### config.mk
export PLATFORM = sky130hd
export DESIGN_NAME = xbus_master
export DESIGN_NICKNAME = d
export VERILOG_FILES = /design/src/rtl/xbm_pkg.sv /design/src/rtl/xbm_seq.sv /design/src/rtl/xbm_pins.sv /design/src/rtl/xbus_master.sv
export SDC_FILE = /design/constraint.sdc
export NUM_CORES = 1
export LEC_CHECK = 0
export BUFFER_PORTS_ARGS = -buffer_cell sky130_fd_sc_hd__buf_2
export CORE_MARGIN = 1.5
export CORE_UTILIZATION = 40
export CTS_BUF_LIST = sky130_fd_sc_hd__clkbuf_4 sky130_fd_sc_hd__clkbuf_8
export CTS_CLUSTER_DIAMETER = 100
export DETAILED_ROUTE_END_ITERATION = 10
export PLACE_DENSITY = 0.67
export SYNTH_ARGS = -nofsm -noshare
export SYNTH_HDL_FRONTEND = slang
export SYNTH_SLANG_ARGS = --single-unit
### constraint.sdc
create_clock -name clk -period 5.95 [get_ports clk]
set_input_delay 0.2975 -clock clk [delete_from_list [all_inputs] [get_ports clk]]
set_output_delay 0.2975 -clock clk [all_outputs]
set_load 0.1 [all_outputs]
### src/rtl/xbm_pkg.sv
package xbm_pkg;

  typedef enum logic [3:0] {
    S_IDLE, S_GAP, S_REQ, S_CMD, S_ADR, S_ALE, S_AHLD, S_PRE, S_STB, S_TAIL
  } xbm_state_e;

  // states in which the master owns and drives the command lines
  function automatic logic owns_bus(xbm_state_e s);
    return (s == S_CMD) || (s == S_ADR) || (s == S_ALE) || (s == S_AHLD) ||
           (s == S_PRE) || (s == S_STB) || (s == S_TAIL);
  endfunction

  // states in which losing the grant drops the transfer
  function automatic logic abortable(xbm_state_e s);
    return (s == S_CMD) || (s == S_ADR) || (s == S_ALE) || (s == S_AHLD) ||
           (s == S_PRE) || (s == S_STB);
  endfunction

  function automatic logic addr_phase(xbm_state_e s);
    return (s == S_ADR) || (s == S_ALE) || (s == S_AHLD);
  endfunction

  function automatic logic data_phase(xbm_state_e s);
    return (s == S_PRE) || (s == S_STB) || (s == S_TAIL);
  endfunction

  function automatic logic hold_high(xbm_state_e s);
    return (s == S_REQ) || owns_bus(s);
  endfunction

endpackage

### src/rtl/xbm_seq.sv
module xbm_seq
  import xbm_pkg::*;
#(
  parameter int CNT_W = 4
) (
  input  logic             clk,
  input  logic             rst_n,
  input  logic             req_valid,
  input  logic             hlda,
  input  logic [CNT_W-1:0] alat_cnt,
  input  logic [CNT_W-1:0] strb_cnt,
  input  logic [CNT_W-1:0] gap_cnt,
  output xbm_state_e       state,
  output logic             parked,
  output logic             accept,
  output logic             abort_ev,
  output logic             strobe_end
);

  xbm_state_e       nxt;
  logic [CNT_W-1:0] cnt;
  logic             cnt_zero;

  assign cnt_zero   = (cnt == '0);
  assign abort_ev   = abortable(state) && !hlda;
  assign accept     = req_valid && ((state == S_IDLE) || ((state == S_GAP) && cnt_zero));
  assign strobe_end = (state == S_STB) && cnt_zero && hlda;

  always_comb begin
    nxt = state;
    case (state)
      S_IDLE: if (accept) nxt = S_REQ;
      S_GAP:  if (cnt_zero) nxt = accept ? S_REQ : S_IDLE;
      S_REQ:  if (hlda) nxt = S_CMD;
      S_CMD:  nxt = S_ADR;
      S_ADR:  nxt = S_ALE;
      S_ALE:  if (cnt_zero) nxt = S_AHLD;
      S_AHLD: nxt = S_PRE;
      S_PRE:  nxt = S_STB;
      S_STB:  if (cnt_zero) nxt = S_TAIL;
      S_TAIL: nxt = S_GAP;
      default: nxt = S_IDLE;
    endcase
    if (abort_ev) nxt = S_GAP;
  end

  always_ff @(posedge clk or negedge rst_n) begin
    if (!rst_n) begin
      state <= S_IDLE;
      cnt   <= '0;
    end else begin
      state <= nxt;
      if (nxt != state) begin
        case (nxt)
          S_ALE:   cnt <= alat_cnt;
          S_STB:   cnt <= strb_cnt;
          S_GAP:   cnt <= gap_cnt;
          default: cnt <= '0;
        endcase
      end else if (!cnt_zero) begin
        cnt <= cnt - 1'b1;
      end
    end
  end

  // park: keep commands driven while the grant lingers after a transfer
  always_ff @(posedge clk or negedge rst_n) begin
    if (!rst_n)                parked <= 1'b0;
    else if (!hlda)            parked <= 1'b0;
    else if (state == S_TAIL)  parked <= 1'b1;
    else if (nxt == S_CMD)     parked <= 1'b0;
  end

endmodule

### src/rtl/xbm_pins.sv
module xbm_pins
  import xbm_pkg::*;
#(
  parameter int AD_W = 32,
  parameter int BE_W = 4
) (
  input  xbm_state_e      state,
  input  logic            parked,
  input  logic            wr,
  input  logic [BE_W-1:0] be,
  input  logic [AD_W-1:0] addr,
  input  logic [AD_W-1:0] wdata,
  output logic            hold,
  output logic            cmd_oe,
  output logic            ale,
  output logic            rd_n,
  output logic            wr_n,
  output logic [BE_W-1:0] be_n,
  output logic            ad_oe,
  output logic [AD_W-1:0] ad_out
);

  logic drv;

  always_comb begin
    drv    = owns_bus(state);
    hold   = hold_high(state);
    cmd_oe = drv || parked;
    ale    = (state == S_ALE);
    rd_n   = !((state == S_STB) && !wr);
    wr_n   = !((state == S_STB) && wr);
    be_n   = drv ? ~be : '1;
    ad_oe  = addr_phase(state) || (wr && data_phase(state));
    if (addr_phase(state))           ad_out = addr;
    else if (wr && data_phase(state)) ad_out = wdata;
    else                             ad_out = '0;
  end

endmodule

### src/rtl/xbus_master.sv
module xbus_master
  import xbm_pkg::*;
#(
  parameter int AD_W  = 32,
  parameter int CNT_W = 4
) (
  input  logic                 clk,
  input  logic                 rst_n,
  input  logic                 req_valid,
  input  logic                 req_write,
  input  logic [AD_W-1:0]      req_addr,
  input  logic [AD_W/8-1:0]    req_be,
  input  logic [AD_W-1:0]      req_wdata,
  input  logic [CNT_W-1:0]     alat_cnt,
  input  logic [CNT_W-1:0]     strb_cnt,
  input  logic [CNT_W-1:0]     gap_cnt,
  output logic                 done,
  output logic                 done_err,
  output logic [AD_W-1:0]      rd_data,
  output logic                 bus_hold,
  input  logic                 bus_hlda,
  output logic                 bus_cmd_oe,
  output logic                 bus_ale,
  output logic                 bus_rd_n,
  output logic                 bus_wr_n,
  output logic [AD_W/8-1:0]    bus_be_n,
  output logic                 bus_ad_oe,
  output logic [AD_W-1:0]      bus_ad_out,
  input  logic [AD_W-1:0]      bus_ad_in
);

  localparam int BE_W = AD_W / 8;

  // every bus address carries its top bit set
  function automatic logic [AD_W-1:0] force_top(logic [AD_W-1:0] a);
    return a | {1'b1, {(AD_W-1){1'b0}}};
  endfunction

  xbm_state_e      state;
  logic            parked, accept, abort_ev, strobe_end;
  logic            wr_q;
  logic [BE_W-1:0] be_q;
  logic [AD_W-1:0] addr_q, wd_q, rd_q;
  logic            done_q, err_q;

  xbm_seq #(.CNT_W(CNT_W)) u_seq (
    .clk(clk), .rst_n(rst_n), .req_valid(req_valid), .hlda(bus_hlda),
    .alat_cnt(alat_cnt), .strb_cnt(strb_cnt), .gap_cnt(gap_cnt),
    .state(state), .parked(parked), .accept(accept),
    .abort_ev(abort_ev), .strobe_end(strobe_end)
  );

  xbm_pins #(.AD_W(AD_W), .BE_W(BE_W)) u_pins (
    .state(state), .parked(parked), .wr(wr_q), .be(be_q),
    .addr(addr_q), .wdata(wd_q),
    .hold(bus_hold), .cmd_oe(bus_cmd_oe), .ale(bus_ale),
    .rd_n(bus_rd_n), .wr_n(bus_wr_n), .be_n(bus_be_n),
    .ad_oe(bus_ad_oe), .ad_out(bus_ad_out)
  );

  always_ff @(posedge clk or negedge rst_n) begin
    if (!rst_n) begin
      wr_q   <= 1'b0;
      be_q   <= '0;
      addr_q <= '0;
      wd_q   <= '0;
    end else if (accept) begin
      wr_q   <= req_write;
      be_q   <= req_be;
      addr_q <= force_top(req_addr);
      wd_q   <= req_wdata;
    end
  end

  always_ff @(posedge clk or negedge rst_n) begin
    if (!rst_n) begin
      rd_q   <= '0;
      done_q <= 1'b0;
      err_q  <= 1'b0;
    end else begin
      done_q <= strobe_end || abort_ev;
      err_q  <= abort_ev;
      if (strobe_end && !wr_q) rd_q <= bus_ad_in;
      else if (abort_ev)       rd_q <= '0;
    end
  end

  assign done     = done_q;
  assign done_err = err_q;
  assign rd_data  = rd_q;

endmodule

==> flow_summary.toml <==
[yosys]
yosysUniqueCellTypes = 48
synth_warnings = 0
synth_mux_area_frac = 0.1570
ys_ff_latch = 112
synth_compound_area_frac = 0.1338
ys_seq_area_frac = 0.5539
synth-simple-area-share = 0.1167
synth_flop_cell = "dfrtp_1"
synth_top_family_by_area = "multiplexers"
synth_fa_ha_area_frac = 0.002473
async_flop_share = 1.000
synth.avg_cell_area_sq_um = 11.27
synth_xor_area_frac = 0.005193
synth_edf_count = 0
syn_nets = 567
synthCells = 449
synth.cell_area_sq_mm = 0.005060

[routing]
vias = 4076
dr.pass1.iters = 4
first_iter_violations = 214
vias_per_cell = 5.108
wl_per_cell_um = 16.01
routed_wl_um = 12770
ant_nets = 0
drcViolationCount = 0

[worst_setup_path]
critPathKind = "register to register"
critical-path-top-delay-family = "simple AND/OR/NAND/NOR gates"
endpoint_kind = "register"
path_common_cell = "nor2_2"
start_kind = "register"
crit_path_max_fanout = 33
cp.arrival_ns = 3.82
max_stage_delay_ns = 1.02
slowest_stage = "nor2_2"
r2r_slack_ns = 2.39
path_cells = "inv_1, ha_1, nor3b_1, nand3_1, nor2_2, nor2_2, a22o_1"
worstPathRequired_ns = 6.21
crit_buf_inv = 1

[final_layout]
drive_gt1_frac = 0.4492
fill_cells = 1115
nets = 743
syn_to_final_growth_pct = 25.84
utilization = 0.5236
antenna_cells = 0
final_cells = 798

[cts]
cts_max_level = 3
cts_resized = 0
ctsLongestPathBuffers = 2
cts_setup_buffers = 0
cts_hold_buf = 1
cts_buffers = 9
cts.sinks = 112
clk_latency_ns = 0.37
clock-root-buffer = "clkbuf_8"
clk_pin_slew_worst_paths_ns = 0.10
cts_tree = "yes"

[timing]
finalMaxSlewViolations = 0
period_needed_ns = 3.565
worst_pin_slew_ns = 1.324
finalHoldViolCount = 0
finalCritPeriodShare = 0.5991
fmax_mhz = 280.5
whs_ns = 0.1272
setup_tns_ns = 0
rsz0062_at_grt = "false"
skew_ns = 0.009029
setup_viol = 0
max_slew_margin = 0.1165

[placed_design]
gp_congestion = 0.7866
dp_hpwl_um = 8957
port-buffer-count = 191
dpl.cell_count = 781

[pwr]
vdd_drop_max_mv = 0.3703
leakage_nw = 3.206
power.density_mw_per_mm2 = 575.3

[floorplanning]
ios = 193
die_area_sq_mm = 0.01333
core_sq_mm = 0.01216
die_x_um = 115.5
start_util = 0.4160
rows = 40
die_y_um = 115.5

[global_routing]
grt_pass1_wl_um = 20310
grt_max_degree = 70
grt_overflow = 0
grt_pass1_vias = 4161
antenna_found_initial = 0
grt_usage = 0.1955

[outcome]
status = "complete, no violations"

[worst_hold_path]
hold_path.class = "primary input to register"

[run]
cap_violations = 0
-- metal layers --
| metal | up-vias | part of all wire | global-route usage |
|---|---|---|---|
| met1 | 2034 | 0.42 | 0.2433 |
| met5 | - | 0 | 0 |
| li1 | 1934 | - | - |
| met2 | 94 | 0.52 | 0.3302 |
| met4 | 0 | 0.014 | 0.07901 |
| met3 | 14 | 0.050 | 0.04498 |
-- metrics by stage --
step / worst slack, ns / area [sq um] / power (mW)
2_1_floorplan: 2.537 / 5060 / 2.859
3_3_place_gp: 2.537 / 6161 / 3.198
3_5_place_dp: 2.384 / 6161 / 3.247
4_1_cts: 2.369 / 6367 / 3.701
5_1_grt: 2.112 / 6367 / 3.889
6_report: 2.385 / 6367 / 3.663
-- where the power goes --
group	switching, mW	total [mW]	internal (mW)
logic	1.41	2.00	0.589
registers	0.180	1.21	1.03
clock network	0.255	0.448	0.194
-- synth_stat cells, types with 4 or more instances --
library cell | number | area (sq um)
and3_1 | 4 | 25.02
nand3_1 | 7 | 35.03
nor3_1 | 7 | 35.03
dfrtp_1 | 112 | 2803
nand2b_1 | 5 | 31.28
clkbuf_1 | 23 | 86.33
nor2_1 | 9 | 33.78
nand2_1 | 76 | 285.3
a22o_1 | 32 | 280.3
mux2i_1 | 4 | 40.04
buf_2 | 8 | 40.04
o21ai_0 | 4 | 20.02
a21oi_1 | 39 | 195.2
mux2_2 | 60 | 675.7
mux2_1 | 7 | 78.83
inv_1 | 7 | 26.28
-- cells in the final DEF (no fill, tap or decap), types with 6 or more instances in the layout --
cell / Yosys / final
buf_2: 8 / 190
dfrtp_1: 112 / 112
nand2_1: 76 / 76
mux2_2: 60 / 60
a21oi_1: 39 / 38
a22o_1: 32 / 32
clkbuf_8: 0 / 12
inv_1: 7 / 7
nand3_1: 7 / 7
nor3_1: 7 / 7
mux2_1: 7 / 7
nor2_1: 9 / 6
buf_4: 0 / 6
-- registers in the layout, indices dropped and copies added, names as in the netlist --
name	flops
addr_q	32
be_q	4
done	1
done_err	1
rd_data	32
u_seq.cnt	4
u_seq.parked	1
u_seq.state	4
wd_q	32
wr_q	1
-- worst paths after layout --
path	startpoint	end	cells past startpoint
worst max-delay path	u_seq.cnt[0]$_DFFE_PN0P_	rd_data[13]$_DFFE_PN0P_	7
worst min-delay path	req_write	wr_q$_DFFE_PN0P_	3
worst max register to register	u_seq.cnt[0]$_DFFE_PN0P_	rd_data[13]$_DFFE_PN0P_	7
worst min register to register	addr_q[31]$_DFFE_PN0P_	addr_q[31]$_DFFE_PN0P_	1
max in group asynchronous	rst_n	wd_q[0]$_DFFE_PN0P_	3
min in group asynchronous	rst_n	rd_data[4]$_DFFE_PN0P_	2
-- layout make-up --
class / count / area, sq um / area share
sequential: 112 / 2803 / 0.4402
clock buffer: 13 / 172.7 / 0.02712
clock inverter: 3 / 23.77 / 0.003734
timing repair buffer: 197 / 1006 / 0.1580
multi-input combinational: 298 / 2126 / 0.3339
tap: 168 / 210.2 / 0.03301
inverter: 7 / 26.28 / 0.004127
-- cells by family after synthesis --
group           count (synthesis)
flops                         112
buf+inv                        39
fa+ha+maj                       1
xor+xnor                        3
simple gates                  126
compound gates                 97
mux                            71
-- worst reg2reg max path, delay by kind of cell (launching register included) --
family / cells / cell delay [ns]
simple gates: 4 / 2.41
fa+ha+maj: 1 / 0.20
flops: 1 / 0.43
compound gates: 1 / 0.35
buf+inv: 1 / 0.07
(Power assumes the default switching activity.)
